==> src/rtl/xpc_pkg.sv <==
package xpc_pkg;
  typedef enum logic {
    MSG_MAP    = 1'b0,
    MSG_COMMIT = 1'b1
  } msg_kind_e;
endpackage

==> src/rtl/xpc_map_check.sv <==
module xpc_map_check #(
  parameter int N  = 8,
  parameter int PW = 3
) (
  input  logic [N*PW-1:0] map_i,
  input  logic [N-1:0]    mask_i,
  input  logic [N*PW-1:0] active_i,
  output logic [N-1:0]    bad_port_o,
  output logic            ok_o
);
  function automatic logic [PW-1:0] entry(input logic [N*PW-1:0] v, input int idx);
    return v[idx*PW +: PW];
  endfunction

  for (genvar p = 0; p < N; p++) begin : g_port
    always_comb begin : chk
      logic [PW-1:0] q;
      logic [PW-1:0] a;
      q = entry(map_i, p);
      a = entry(active_i, p);
      bad_port_o[p] = 1'b0;
      if (mask_i[p]) begin
        if (int'(q) >= N) begin
          bad_port_o[p] = 1'b1;
        end else if (int'(q) != p) begin
          if (!mask_i[q] || entry(map_i, int'(q)) != PW'(p)) bad_port_o[p] = 1'b1;
        end
        if (int'(a) >= N) begin
          bad_port_o[p] = 1'b1;
        end else if (!mask_i[a]) begin
          bad_port_o[p] = 1'b1;
        end
      end
    end
  end

  assign ok_o = ~|bad_port_o;
endmodule

==> src/rtl/xpc_shadow_bank.sv <==
module xpc_shadow_bank #(
  parameter int N  = 8,
  parameter int PW = 3
) (
  input  logic            clk,
  input  logic            rst_n,
  input  logic            load_i,
  input  logic [N*PW-1:0] map_i,
  input  logic [N-1:0]    mask_i,
  input  logic            consume_i,
  output logic [N*PW-1:0] shadow_map_o,
  output logic [N-1:0]    shadow_mask_o,
  output logic            pending_o
);
  function automatic logic [N*PW-1:0] identity_map();
    logic [N*PW-1:0] v;
    for (int i = 0; i < N; i++) v[i*PW +: PW] = PW'(i);
    return v;
  endfunction

  always_ff @(posedge clk or negedge rst_n) begin
    if (!rst_n) begin
      shadow_map_o  <= identity_map();
      shadow_mask_o <= '0;
      pending_o     <= 1'b0;
    end else if (load_i) begin
      shadow_map_o  <= map_i;
      shadow_mask_o <= mask_i;
      pending_o     <= 1'b1;
    end else if (consume_i) begin
      pending_o     <= 1'b0;
    end
  end
endmodule

==> src/rtl/xpc_active_bank.sv <==
module xpc_active_bank #(
  parameter int N  = 8,
  parameter int PW = 3
) (
  input  logic            clk,
  input  logic            rst_n,
  input  logic            commit_i,
  input  logic [N*PW-1:0] shadow_map_i,
  input  logic [N-1:0]    shadow_mask_i,
  output logic [N*PW-1:0] active_map_o
);
  for (genvar p = 0; p < N; p++) begin : g_port
    always_ff @(posedge clk or negedge rst_n) begin
      if (!rst_n)
        active_map_o[p*PW +: PW] <= PW'(p);
      else if (commit_i && shadow_mask_i[p])
        active_map_o[p*PW +: PW] <= shadow_map_i[p*PW +: PW];
    end
  end
endmodule

==> src/rtl/xpc_cfg_ctrl.sv <==
module xpc_cfg_ctrl
  import xpc_pkg::*;
#(
  parameter int N_PORTS = 8,
  localparam int PW = (N_PORTS > 1) ? $clog2(N_PORTS) : 1
) (
  input  logic                 clk,
  input  logic                 rst_n,
  input  logic                 msg_valid_i,
  input  logic                 msg_kind_i,
  input  logic [N_PORTS*PW-1:0] msg_map_i,
  input  logic [N_PORTS-1:0]   msg_mask_i,
  output logic                 ack_o,
  output logic                 ack_commit_o,
  output logic                 fwd_o,
  output logic [N_PORTS*PW-1:0] active_map_o
);
  logic                  is_map, is_commit;
  logic                  map_ok, map_accept, map_reject;
  logic                  commit_fire;
  logic [N_PORTS-1:0]    bad_port;
  logic [N_PORTS*PW-1:0] shadow_map;
  logic [N_PORTS-1:0]    shadow_mask;
  logic                  pending;

  assign is_map      = msg_valid_i && (msg_kind_e'(msg_kind_i) == MSG_MAP);
  assign is_commit   = msg_valid_i && (msg_kind_e'(msg_kind_i) == MSG_COMMIT);
  assign map_accept  = is_map && map_ok;
  assign map_reject  = is_map && !map_ok;
  assign commit_fire = is_commit && pending;

  xpc_map_check #(.N(N_PORTS), .PW(PW)) u_check (
    .map_i      (msg_map_i),
    .mask_i     (msg_mask_i),
    .active_i   (active_map_o),
    .bad_port_o (bad_port),
    .ok_o       (map_ok)
  );

  xpc_shadow_bank #(.N(N_PORTS), .PW(PW)) u_shadow (
    .clk           (clk),
    .rst_n         (rst_n),
    .load_i        (map_accept),
    .map_i         (msg_map_i),
    .mask_i        (msg_mask_i),
    .consume_i     (commit_fire),
    .shadow_map_o  (shadow_map),
    .shadow_mask_o (shadow_mask),
    .pending_o     (pending)
  );

  xpc_active_bank #(.N(N_PORTS), .PW(PW)) u_active (
    .clk           (clk),
    .rst_n         (rst_n),
    .commit_i      (commit_fire),
    .shadow_map_i  (shadow_map),
    .shadow_mask_i (shadow_mask),
    .active_map_o  (active_map_o)
  );

  always_ff @(posedge clk or negedge rst_n) begin
    if (!rst_n) begin
      ack_o        <= 1'b0;
      ack_commit_o <= 1'b0;
      fwd_o        <= 1'b0;
    end else begin
      ack_o        <= map_accept || commit_fire;
      ack_commit_o <= commit_fire;
      fwd_o        <= commit_fire;
    end
  end
endmodule

==> config.mk <==
export PLATFORM = sky130hd
export DESIGN_NAME = xpc_cfg_ctrl
export DESIGN_NICKNAME = d
export VERILOG_FILES = /design/src/rtl/xpc_pkg.sv /design/src/rtl/xpc_map_check.sv /design/src/rtl/xpc_shadow_bank.sv /design/src/rtl/xpc_active_bank.sv /design/src/rtl/xpc_cfg_ctrl.sv
export SDC_FILE = /design/constraint.sdc
export NUM_CORES = 1
export LEC_CHECK = 0
export BUFFER_PORTS_ARGS = -buffer_cell sky130_fd_sc_hd__buf_4
export CELL_PAD_IN_SITES_DETAIL_PLACEMENT = 0
export CELL_PAD_IN_SITES_GLOBAL_PLACEMENT = 2
export CORE_MARGIN = 3
export CORE_UTILIZATION = 40
export DETAILED_ROUTE_END_ITERATION = 7
export PLACE_DENSITY_LB_ADDON = 0.25
export SLEW_MARGIN = 40
export SYNTH_ARGS = -nofsm -noshare
export SYNTH_HDL_FRONTEND = slang
export SYNTH_SLANG_ARGS = --single-unit
==> constraint.sdc <==
create_clock -name clk -period 5.5 [get_ports clk]
set_clock_uncertainty 0.1 [all_clocks]
set_input_delay 0.275 -clock clk [delete_from_list [all_inputs] [get_ports clk]]
set_output_delay 0.275 -clock clk [all_outputs]
set_load 0.02 [all_outputs]
### After elaboration in Yosys (flattened, before gate mapping)

Cells that the tools add are included.

* bits in read-only memories: 0
* bits in writable memories: 0
* logic and storage cells: 160
* register bits after elaboration: 59
* input port bits: 36
* memories kept: 0
* output and inout bits: 27
* bits in latches: 0

* shifts and indexed selects: 8
* add/sub/neg operators: 0
* div/mod/pow operators: 0
* multiplexer cells: 66
* bitwise gates (word level): 1
* multiply operators: 8
* $lt $le $gt $ge: 16
* eq/ne operators: 14
* reduce and logical (&&, ||, !) cells: 34

Operators with widths (number)
* variable part select 24 x 32 -> 3 bit: 8
* < comparator 3 x 4 -> 1 bit (second input constant): 16
* 2-to-1 mux 1 bit: 50
* binary-select mux 1 bit (select 3 bit): 16
* multiplier 3 x 2 -> 5 bit (second input constant): 8
* inequality test 3 bit (second input constant): 8
* logical AND 1 bit: 12
* inequality test 3 x 2 -> 1 bit (second input constant): 4
* logical NOT 1 bit: 9
* logical OR 1 bit: 9
* OR reduction 8 bit: 1
* inequality test 3 x 1 -> 1 bit (second input constant): 2
* nonzero test 3 bit: 2
* nonzero test 2 bit: 1
* inverter 1 bit: 1

### Logic depth before layout (Yosys ltp)

Gate-level depths: netlist (run 1).

* depth in word-level cells: 12
* mapped depth: 10

### Cells and area by module

A second synthesis (run 1) with hierarchy kept.

* cells, all modules: 346
* area, all modules: 4209.0 µm²

By module, submodules not included
* xpc_map_check: cells an instance 211, instances 1, area each 1647.8 µm², seq. area each 0.0 µm²
* xpc_shadow_bank: cells an instance 71, instances 1, area each 1392.6 µm², seq. area each 840.8 µm²
* xpc_active_bank: cells an instance 57, instances 1, area each 1077.3 µm², seq. area each 615.6 µm²
* xpc_cfg_ctrl: cells an instance 7, instances 1, area each 91.3 µm², seq. area each 50.0 µm²

### Worst setup path after synthesis (run 1)

Ideal clock, no wire load.

* path type: input port to flip-flop
* start point: in msg_map_i[20]
* end point: reg u_shadow.shadow_map_o[11]
* setup slack: 2.881 ns
* required time: 5.275 ns
* stages on the path: 9
* setup time: 0.125 ns
* path buffers: 3
* data arrival time: 2.394 ns
* cell sequence: buf_2 > or3b_4 > o21ai_1 > a22oi_1 > or4_1 > a2111o_1 > buf_6 > buf_12 > mux2_4

* word-level cells in the longest chain between the ends: 11
* elaborated cells on any way between the ends: 64
* those cells by class: mul: 1; eq/ne: 8; shift: 8; mux: 34; reduce/logical: 13

RTL lines
* start, declared: RTL line xpc_cfg_ctrl.sv:11 `input logic [N_PORTS*PW-1:0] msg_map_i,`
* multiplier 3 x 2 -> 5 bit / binary-select mux 1 bit (select 3 bit) (equally long branches): RTL line xpc_map_check.sv:12, xpc_map_check.sv:26
* variable part select 24 x 32 -> 3 bit / 2-to-1 mux 1 bit (equally long branches): RTL line xpc_map_check.sv:12, xpc_map_check.sv:26
* inequality test 3 bit / logical NOT 1 bit (equally long branches): RTL line xpc_map_check.sv:26 `if (!mask_i[q] || entry(map_i, int'(q)) != PW'(p)) bad_port_o[p] = 1'b1;`
* logical OR 1 bit: RTL line xpc_map_check.sv:26
* 2-to-1 mux 1 bit: RTL line xpc_map_check.sv:26
* 2-to-1 mux 1 bit: RTL line xpc_map_check.sv:25 `end else if (int'(q) != p) begin`
* 2-to-1 mux 1 bit: RTL line xpc_map_check.sv:30 `end else if (!mask_i[a]) begin`
* 2-to-1 mux 1 bit: RTL line xpc_map_check.sv:22 `if (mask_i[p]) begin`
* OR reduction 8 bit (*): RTL line xpc_map_check.sv:37 `assign ok_o = ~|bad_port_o;`
* logical NOT 1 bit (*): RTL line xpc_map_check.sv:37
* logical AND 1 bit (*): RTL line xpc_cfg_ctrl.sv:28 `assign map_accept = is_map && map_ok;`
* end signal, assigned: RTL line xpc_shadow_bank.sv:23 `shadow_map_o <= identity_map();`
* end signal, assigned: RTL line xpc_shadow_bank.sv:27 `shadow_map_o <= map_i;`
* end, declared: RTL line xpc_shadow_bank.sv:11 `output logic [N*PW-1:0] shadow_map_o,`

Mark *: on every way between the ends. The rest lies on a longest branch, timed or not. The select of a mux whose other input is x is not followed.
A chain may end at the register's enable or synchronous reset.

### Worst setup path after layout (run 1)

* start point: reg u_active.active_map_o[20]
* end point: reg u_shadow.shadow_mask_o[6]

* word-level cells in the longest chain between the ends: 7

RTL lines
* start, declared: RTL line xpc_active_bank.sv:10 `output logic [N*PW-1:0] active_map_o`
* start signal, assigned by index: RTL line xpc_active_bank.sv:15 `active_map_o[p*PW +: PW] <= PW'(p);`
* start signal, assigned by index: RTL line xpc_active_bank.sv:17 `active_map_o[p*PW +: PW] <= shadow_map_i[p*PW +: PW];`
* binary-select mux 1 bit (select 3 bit): RTL line xpc_map_check.sv:30
* 2-to-1 mux 1 bit (not written as such): RTL line xpc_map_check.sv:30
* 2-to-1 mux 1 bit: RTL line xpc_map_check.sv:30
* 2-to-1 mux 1 bit: RTL line xpc_map_check.sv:22
* OR reduction 8 bit: RTL line xpc_map_check.sv:37
* logical NOT 1 bit: RTL line xpc_map_check.sv:37
* logical AND 1 bit: RTL line xpc_cfg_ctrl.sv:28
* end signal, assigned: RTL line xpc_shadow_bank.sv:28 `shadow_mask_o <= mask_i;`
* end, declared: RTL line xpc_shadow_bank.sv:12 `output logic [N-1:0] shadow_mask_o,`

Every way passes these cells. The select of a mux whose other input is x is not followed.

==> flow_summary_export.csv, run 1 <==
group,metric,value,unit
outcome,outcome,"finished, final reports clean",
die,io_pins,63,
logic_synthesis,synth_top_area_share,22.5,%
placed_design,dpl_worst_slack,2.37,ns
die,initial_core_util,41.5,%
clock_network,cts_tree,"built",
die,dieHeight,105,um
cells_and_area,synthToLayoutAreaGrowth,18.3,%
cells_and_area,final_nets,425,
clock_network,cts.sinks,59,
critical_path,path_max_fanout,15,
grt,grt_max_degree,60,
route,route.vias.total,3090,
logic_synthesis,ys_warn_count,0,
placed_design,numPortBuffers,62,
power_and_ir_drop,p_per_area,226,mW/mm^2
placed_design,place_inst,506,
clock_network,root_buffer,"clkbuf_8",
logic_synthesis,synth.distinct_cells,62,
clock_network,holdBufCountCts,1,
logic_synthesis,syn_area_per_cell,11.4,sq um
die,die_area,0.0110,sq mm
route,dr.pass1.iters,6,
grt,grt_overflow_total,0,
logic_synthesis,netlist_top_cells_count,"dfrtp_1 (35), mux2_2 (31), nand2_1 (31)",
critical_path,crit_required,5.63,ns
power_and_ir_drop,total_power,0.00104,W
route,ant_nets,0,
timing,hold_violations,0,
clock_network,clock_path_buffers,2,
timing,maxSlewHeadroom,51.3,%
logic_synthesis,ys.flop_type,"dfrtp_1",
clock_network,clkTransAtPathRegs,0.07,ns
logic_synthesis,ys_seq_area_share,38.7,%
logic_synthesis,syn_area,0.00389,sq mm
placed_design,gp_congestion,0.900,
timing,finalCriticalPeriod,3.05,ns
timing,period_share,55.4,%
timing,tns,0,ns
clock_network,cts_setup_buffers,0,
die,core_region_area,0.00937,sq mm
clock_network,clk-insertion-delay-late,0.35,ns
timing,worst_slew_pin_slew,0.730,ns
cells_and_area,finalNonFillerCells,523,
clock_network,ctsResizeCount,0,
critical_path,arrival,3.18,ns
timing,timing.final.ws_setup,2.45,ns
die,die_w,105,um
grt,grt_pass1_wl,17.7,mm
timing,fmax,328,MHz
critical_path,startpoint_type,"flop",
logic_synthesis,synth_edf_count,0,
timing,rsz0062_at_grt,"no",
route,vias_per_cell,5.91,
min_path,hp-class,"in -> reg",
cells_and_area,drive_above_1_share,45.9,%
cells_and_area,antenna_cells,0,
logic_synthesis,synth.most_common_cell,"dfrtp_1",
grt,grt_usage,20.7,%
grt,antenna_found_initial,0,
placed_design,place_hpwl,7.77,mm
route,drc,0,
timing,maxSlewViolCount,0,
logic_synthesis,syn_inst,342,
timing,setup_viol_count_final,0,
logic_synthesis,synth_nets,378,
logic_synthesis,synth_top_area_cell,"dfrtp_1",
critical_path,crit_type,"reg -> reg",
route,routed_wl,10.9,mm
logic_synthesis,synthArstFlopShare,100,%
flow_run,maxCapViolations,0,
logic_synthesis,synth_area_leaders,"dfrtp_1 (22%), dfstp_2 (16%), mux2_4 (11%)",
clock_network,h-tree-depth,3,
route,drt_iter0_markers,205,
clock_network,cts_made_buffers,9,
die,row_count,35,
route,wl_per_cell,20.9,um
logic_synthesis,synth-seq-cells,59,
power_and_ir_drop,p_leak,2.04,nW
power_and_ir_drop,ir_worst_vdd,126,uV
critical_path,worst_setup_path_end_kind,"flop",
grt,grt_pass1_vias,3156,
[where the power goes]
part           switching [W]  internal [W]  total [W]
Combinational      0.0000778     0.0000596   0.000137
Clock               0.000184      0.000267   0.000451
Sequential        0.00000553      0.000448   0.000453
Total               0.000267      0.000774    0.00104
[worst max-delay path, cell delays in order (launching register included)]
cell and delay [ns]:
dfstp_2 0.58, a211oi_1 0.08, o311ai_0 0.57, o221a_2 0.31, nand4_1 0.13, a2111o_2 0.61
buf_16 0.23, mux2_4 0.30
[area by class of cell]
type / count / area [sq um]
Timing Repair Buffer: 65 / 531
Clock inverter: 6 / 88.8
Inverter: 2 / 7.51
Fill cell: 897 / 4760
Multi-Input combinational cell: 252 / 2170
Sequential cell: 59 / 1510
Clock buffer: 10 / 138
Tap cell: 129 / 161
[flip-flops by register name (all words and copies together) (netlist names)]
register                flops
ack_commit_o                1
ack_o                       1
u_active.active_map_o      24
u_shadow.pending_o          1
u_shadow.shadow_map_o      24
u_shadow.shadow_mask_o      8
[metrics by stage]
step | cell area [sq um] | hold slack, ns | utilization, %
floorplan | 3890 | -0.121 | -
global placement | 4320 | 0.279 | 46.0
detailed placement | 4370 | 0.280 | 46.6
CTS | 4610 | 0.0765 | 49.2
global route | 4610 | 0.0831 | 49.2
finish | 4610 | 0.0910 | 49.2
[worst paths after layout]
path	startpoint	to	slack [ns]	depth (start not counted)
min	msg_valid_i	u_shadow.pending_o$_DFFE_PN0P_	0.09	4
min reg2reg	u_shadow.pending_o$_DFFE_PN0P_	u_shadow.pending_o$_DFFE_PN0P_	0.37	2
max reg2reg	u_active.active_map_o[20]$_DFFE_PN1P_	u_shadow.shadow_mask_o[6]$_DFFE_PN0P_	2.45	7
min in group asynchronous	rst_n	ack_o$_DFF_PN0_	0.43	2
max in group asynchronous	rst_n	u_shadow.shadow_map_o[5]$_DFFE_PN0P_	4.38	2
max	u_active.active_map_o[20]$_DFFE_PN1P_	u_shadow.shadow_mask_o[6]$_DFFE_PN0P_	2.45	7
[cells by family (layout without fill, tap and decap cells)]
logic type,Yosys count,in the layout,synth area share [%]
DFF,59,59,38.7
buffers and inverters,31,83,5.49
muxes,73,73,26.9
AOI/OAI and AO/OA,52,52,9.80
and+or+nand+nor,127,127,19.1
[per-layer routing]
layer  part of all wire (%)  GRT usage (%)  vias up  routed length [um]
met4                    1.6           6.00        0                 171
met2                     48           33.4      144                5230
li1                       -              -     1398                   -
met5                      0              0        -                   0
met3                    6.3           4.76       18                 692
met1                     44           27.9     1530                4850
[cell usage in the layout, fill, tap and decap left out, drive strengths merged, types with 3 or more instances in the layout]
master and count:
nor2b 7, mux4 11, a21oi 7, and4b 4, buf 64, o21ai 7, nand3 11, nor2 12
o22ai 4, nor3b 9, mux2 59, clkbuf 10, nand3b 4, dfstp 24, a211oi 3, nand2 31
and3b 3, nand2b 9, nand4b 3, dfrtp 35, nor3 10, a31oi 4, mux2i 3, nand4 5
(Power assumes the default switching activity.)
==> run 2: changes to the inputs <==
--- a/config.mk
+++ b/config.mk
@@ -9,7 +9,7 @@
 export CELL_PAD_IN_SITES_DETAIL_PLACEMENT = 0
 export CELL_PAD_IN_SITES_GLOBAL_PLACEMENT = 2
 export CORE_MARGIN = 3
-export CORE_UTILIZATION = 40
+export CORE_UTILIZATION = 34
 export DETAILED_ROUTE_END_ITERATION = 7
 export PLACE_DENSITY_LB_ADDON = 0.25
 export SLEW_MARGIN = 40
==> constraint.sdc (replaced) <==
create_clock -name clk -period 2.7 [get_ports clk]
set_clock_uncertainty 0.1 [all_clocks]
set_input_delay 0.135 -clock clk [delete_from_list [all_inputs] [get_ports clk]]
set_output_delay 0.135 -clock clk [all_outputs]
set_load 0.02 [all_outputs]
==> flow_summary_export.csv, run 2 (synthesis gave the netlist of run 1 again) <==
group,metric,value,unit
power_and_ir_drop,ir_worst_vdd,369,uV
die,dieHeight,113,um
die,die_w,113,um
grt,antenna_found_initial,0,
route,wl_per_cell,21.0,um
critical_path,r2r-end,"u_shadow.shadow_mask_o[5]$_DFFE_PN0P_",
clock_network,clock_path_buffers,2,
timing,worst_slew_pin_slew,0.587,ns
die,die_area,0.0128,sq mm
timing,rsz0062_at_grt,"yes",
clock_network,root_buffer,"clkbuf_16",
grt,grt_overflow_total,0,
min_path,hp-class,"in -> reg",
cells_and_area,biggestRegsByFlops,"u_active.active_map_o x24, u_shadow.shadow_map_o x24, u_shadow.shadow_mask_o x8",
timing,period_share,99.9,%
outcome,outcome,"finished, final reports clean",
route,route.vias.total,3216,
timing,finalCriticalPeriod,2.70,ns
critical_path,r2r_cells,8,
route,drc,0,
clock_network,clk-insertion-delay-late,0.33,ns
power_and_ir_drop,p_leak,2.30,nW
critical_path,r2r_slack,0.002,ns
placed_design,place_hpwl,9.13,mm
power_and_ir_drop,p_per_area,474,mW/mm^2
clock_network,cts.sinks,59,
timing,setup_viol_count_final,0,
cells_and_area,layout_commonest_cell,"buf_4",
timing,hold_violations,0,
route,drt_iter0_markers,179,
power_and_ir_drop,total_power,0.00241,W
critical_path,path_max_fanout,20,
die,initial_core_util,35.3,%
min_path,hold_depth,2,
die,row_count,38,
cells_and_area,drive_above_1_share,50.7,%
critical_path,worst_setup_path_end_kind,"flop",
die,core_region_area,0.0110,sq mm
route,vias_per_cell,5.53,
cells_and_area,synthToLayoutAreaGrowth,30.9,%
critical_path,arrival,2.80,ns
critical_path,startpoint_type,"flop",
flow_run,maxCapViolations,0,
route,ant_nets,0,
cells_and_area,layout_common_cells,"buf_4 (99), dfrtp_1 (35), nand2_1 (31), mux2_2 (31), mux2_4 (28)",
cells_and_area,antenna_cells,0,
timing,fmax,371,MHz
min_path,whs_endpoint,"u_shadow.shadow_map_o[2]$_DFFE_PN0P_",
cells_and_area,finalNonFillerCells,582,
clock_network,clkTransAtPathRegs,0.06,ns
critical_path,crit_type,"reg -> reg",
grt,grt_pass1_vias,3365,
clock_network,h-tree-depth,3,
placed_design,place_inst,555,
grt,grt_pass1_wl,19.3,mm
clock_network,cts_made_buffers,9,
timing,maxSlewViolCount,0,
cells_and_area,final_nets,473,
critical_path,crit_required,2.81,ns
grt,grt_max_degree,60,
timing,maxSlewHeadroom,60.8,%
grt,grt_usage,19.8,%
clock_network,cts_tree,"built",
die,io_pins,63,
min_path,min_from,"msg_map_i[2]",
critical_path,r2r_start,"u_active.active_map_o[9]$_DFFE_PN1P_",
placed_design,numPortBuffers,62,
route,routed_wl,12.2,mm
placed_design,gp_congestion,0.934,
route,dr.pass1.iters,4,
run 2: cell count changes in the layout (fill, tap and decap cells not counted), moves of 2 or more:
cell,previous run,this run
buf_4,62,99
clkbuf_8,10,0
clkbuf_16,0,9
dlygate4sd3_1,1,10
buf_12,0,3
buf_16,2,0
inv_6,0,2
run 2: metal layers:
metal / track usage (%) / vias to the layer above / wire length, um
li1: - / 1491 / -
met1: 27.5 / 1615 / 5660
met2: 30.7 / 97 / 5790
met3: 4.44 / 13 / 601
met4: 6.17 / 0 / 172
met5: 0 / - / 0
run 2: worst max path at each step:
stage / from / to / cells after the start
floorplan: u_active.active_map_o[9]$_DFFE_PN1P_ / u_shadow.shadow_map_o[11]$_DFFE_PN0P_ / 9
global placement: u_active.active_map_o[20]$_DFFE_PN1P_ / u_shadow.shadow_mask_o[0]$_DFFE_PN0P_ / 7
detailed placement: u_active.active_map_o[20]$_DFFE_PN1P_ / u_shadow.shadow_mask_o[0]$_DFFE_PN0P_ / 7
CTS: u_active.active_map_o[20]$_DFFE_PN1P_ / u_shadow.shadow_mask_o[5]$_DFFE_PN0P_ / 7
global route: u_active.active_map_o[9]$_DFFE_PN1P_ / u_shadow.shadow_mask_o[5]$_DFFE_PN0P_ / 8
finish: u_active.active_map_o[9]$_DFFE_PN1P_ / u_shadow.shadow_mask_o[5]$_DFFE_PN0P_ / 8
run 2: layout make-up:
| type | instances | area, sq um |
|---|---|---|
| Clock buffer | 9 | 225 |
| Tap cell | 140 | 175 |
| Fill cell | 1048 | 5930 |
| Multi-Input combinational cell | 252 | 2190 |
| Timing Repair Buffer | 113 | 915 |
| Clock inverter | 7 | 76.3 |
| Sequential cell | 59 | 1510 |
| Inverter | 2 | 7.51 |
run 2: power by group:
group | total [W] | switching [W] | internal, W
clock | 0.00115 | 0.000426 | 0.000719
sequential | 0.000925 | 0.0000120 | 0.000913
combinational | 0.000345 | 0.000175 | 0.000170
total | 0.00241 | 0.000613 | 0.00180
run 2: timing repair:
item,in CTS,in global routing
setup buffers,0,1
gates resized for setup,1,4
endpoints found under the hold margin,43,0
pin swaps,1,1
hold buffers,10,0
setup endpoints to repair,31,31
run 2: worst max-delay path, stage by stage, from the launching register on:
cell and delay (ns):
dfstp_2 0.57, mux4_2 0.22, nand2b_1 0.05, nand3_1 0.09, nand4_1 0.12, or4_4 0.45
a2111o_2 0.48, buf_12 0.19, mux2_4 0.30
run 2: metrics by stage:
stage                     utilization, %  hold slack (ns)  TNS, ns  setup slack (ns)  cell area, sq um
after floorplan                        -           -0.261        0             0.154              3890
after global placement              42.3            0.140    -2.29           -0.0975              4670
after detailed placement            42.3            0.145    -2.08           -0.0949              4670
after CTS                           46.0          0.00446        0            0.0149              5070
after global routing                46.2           0.0151    -1.14           -0.0677              5100
final                               46.2           0.0191        0           0.00239              5100
==> run 3: changes to the inputs <==
--- a/config.mk
+++ b/config.mk
@@ -8,10 +8,12 @@
 export BUFFER_PORTS_ARGS = -buffer_cell sky130_fd_sc_hd__buf_4
 export CELL_PAD_IN_SITES_DETAIL_PLACEMENT = 0
 export CELL_PAD_IN_SITES_GLOBAL_PLACEMENT = 2
+export CORE_ASPECT_RATIO = 1.1
 export CORE_MARGIN = 3
 export CORE_UTILIZATION = 34
 export DETAILED_ROUTE_END_ITERATION = 7
 export PLACE_DENSITY_LB_ADDON = 0.25
+export REMOVE_ABC_BUFFERS = 1
 export SLEW_MARGIN = 40
 export SYNTH_ARGS = -nofsm -noshare
 export SYNTH_HDL_FRONTEND = slang
==> flow_summary_export.csv, run 3 (synthesis gave the netlist of run 1 again) <==
group,metric,value,unit
critical_path,r2r_slack,0.02,ns
timing,maxSlewHeadroom,51.5,%
power_and_ir_drop,switchingPower,0.000614,W
grt,grt_overflow_total,0,
clock_network,cts_tree,"built",
placed_design,place_inst,563,
power_and_ir_drop,power_frac_clock,49.6,%
timing,fmax,373,MHz
clock_network,clk-insertion-delay-late,0.33,ns
cells_and_area,final_nets,472,
outcome,outcome,"finished, final reports clean",
cells_and_area,layout_common_cells,"buf_4 (99), dfrtp_1 (35), nand2_1 (31)",
critical_path,crit_chain,"mux4_2, nand2b_1, nand3_2, nand4_1, or4_4, a2111o_2, buf_12, mux2_4",
critical_path,crit_buf_inv,1,
power_and_ir_drop,p_per_area,488,mW/mm^2
critical_path,r2r-end,"u_shadow.shadow_map_o[2]$_DFFE_PN0P_",
placed_design,place_hpwl,9.54,mm
critical_path,startpoint_type,"flop",
critical_path,arrival,2.80,ns
route,dr.pass1.iters,4,
timing,hold_violations,0,
cells_and_area,fin_util,46.8,%
die,core_region_area,0.0111,sq mm
placed_design,gp_congestion,0.885,
min_path,whs_endpoint,"u_shadow.shadow_map_o[20]$_DFFE_PN1P_",
critical_path,r2r_start,"u_active.active_map_o[9]$_DFFE_PN1P_",
placed_design,place_area,0.00470,sq mm
grt,antenna_found_initial,0,
clock_network,h-tree-depth,3,
timing,finalCriticalPeriod,2.68,ns
critical_path,max_stage_delay,0.57,ns
die,die_w,108,um
grt,grt_usage,20.5,%
cells_and_area,biggestRegsByFlops,"u_active.active_map_o x24, u_shadow.shadow_map_o x24, u_shadow.shadow_mask_o x8",
power_and_ir_drop,switching_share,24.3,%
min_path,min_from,"msg_map_i[20]",
clock_network,cts_made_buffers,9,
flow_run,maxCapViolations,0,
critical_path,worst_setup_path_end_kind,"flop",
timing,maxSlewViolCount,0,
cells_and_area,synthToLayoutAreaGrowth,32.9,%
cells_and_area,finalNonFillerCells,588,
die,die_area,0.0128,sq mm
timing,rsz0062_at_grt,"yes",
cells_and_area,antenna_cells,0,
route,wl_per_cell,21.8,um
timing,timing.final.ws_setup,0.0192,ns
die,initial_core_util,35.2,%
min_path,hold_depth,2,
cells_and_area,final_design_area_no_fill,0.00518,sq mm
die,row_count,40,
power_and_ir_drop,power_frac_comb,13.8,%
placed_design,dpl_worst_slack,0.00521,ns
critical_path,path_max_fanout,17,
grt,grt_pass1_wl,19.7,mm
timing,setup_viol_count_final,0,
critical_path,cpLargestDelayFamily,"simple AND/OR/NAND/NOR gates",
die,io_pins,63,
clock_network,clkTransAtPathRegs,0.05,ns
power_and_ir_drop,p_leak,2.34,nW
route,vias_per_cell,5.53,
power_and_ir_drop,seqPwrFrac,36.6,%
critical_path,crit_type,"reg -> reg",
grt,grt_pass1_vias,3392,
grt,grt_max_degree,60,
critical_path,r2r_cells,8,
route,drc,0,
route,drt_iter0_markers,178,
power_and_ir_drop,p_int,0.00191,W
cells_and_area,layout_commonest_cell,"buf_4",
critical_path,crit_required,2.82,ns
critical_path,crit_slowest_cell,"dfstp_2",
clock_network,cts.sinks,59,
route,routed_wl,12.8,mm
cells_and_area,drive_above_1_share,51.5,%
timing,worst_slew_pin_slew,0.727,ns
die,dieHeight,118,um
critical_path,crit_cells,8,
min_path,hp-class,"in -> reg",
clock_network,root_buffer,"clkbuf_16",
clock_network,clock_path_buffers,2,
power_and_ir_drop,ir_worst_vdd,217,uV
placed_design,numPortBuffers,62,
timing,period_share,99.3,%
route,route.vias.total,3252,
route,ant_nets,0,
-- run 3: what timing repair did --
action,4_1_cts,5_1_grt
hold endpoints to repair,42,0
cloned,0,1
resized for setup,1,11
pin swaps,0,2
endpoints found under the setup margin,16,31
hold buffers,8,0
buffers inserted,0,1
-- run 3: power by group through the flow --
stage               clock, W  combinational [W]  sequential (W)
detailed placement         0           0.000330        0.000939
floorplan                  0           0.000121        0.000934
global placement           0           0.000332        0.000939
global route         0.00132           0.000376        0.000927
finish               0.00125           0.000348        0.000925
CTS                  0.00129           0.000341        0.000925
-- run 3: worst max path at each step --
| stage | startpoint | end |
|---|---|---|
| finish | u_active.active_map_o[9]$_DFFE_PN1P_ | u_shadow.shadow_map_o[2]$_DFFE_PN0P_ |
| global route | u_active.active_map_o[9]$_DFFE_PN1P_ | u_shadow.shadow_map_o[11]$_DFFE_PN0P_ |
| CTS | u_active.active_map_o[5]$_DFFE_PN0P_ | u_shadow.shadow_map_o[8]$_DFFE_PN0P_ |
| detailed placement | msg_mask_i[2] | u_shadow.shadow_mask_o[0]$_DFFE_PN0P_ |
| global placement | msg_map_i[0] | u_shadow.shadow_mask_o[0]$_DFFE_PN0P_ |
| floorplan | u_active.active_map_o[16]$_DFFE_PN0P_ | u_shadow.shadow_map_o[0]$_DFFE_PN0P_ |
-- run 3: final cells by class --
class	count	area, sq um
clock buffer	10	239
clock inverter	6	88.8
fill	1064	5880
inverter	2	7.51
multi-input combinational	252	2220
sequential	59	1510
tap	147	184
timing repair buffer	112	931
-- run 3: per-layer routing --
metal	wire length [um]	global-route usage, %	up-vias
met2	5820	30.5	107
met4	490	9.63	0
li1	-	-	1486
met3	743	4.31	34
met1	5730	28.4	1625
met5	0	0	-
-- run 3: per-stage QoR --
step	TNS (ns)	hold slack (ns)	total power, W
CTS	0	0.000532	0.00255
global placement	-0.417	0.133	0.00127
finish	0	0.00506	0.00253
detailed placement	0	0.145	0.00127
global route	-1.19	0.0116	0.00263
floorplan	-14.77	-0.261	0.00105
-- run 3: worst reg2reg max path: cells and delay by family (launching register included) --
kind | cells | cell delay, ns
buf+inv | 1 | 0.20
simple gates | 4 | 0.71
mux | 2 | 0.55
compound gates | 1 | 0.45
flops | 1 | 0.57
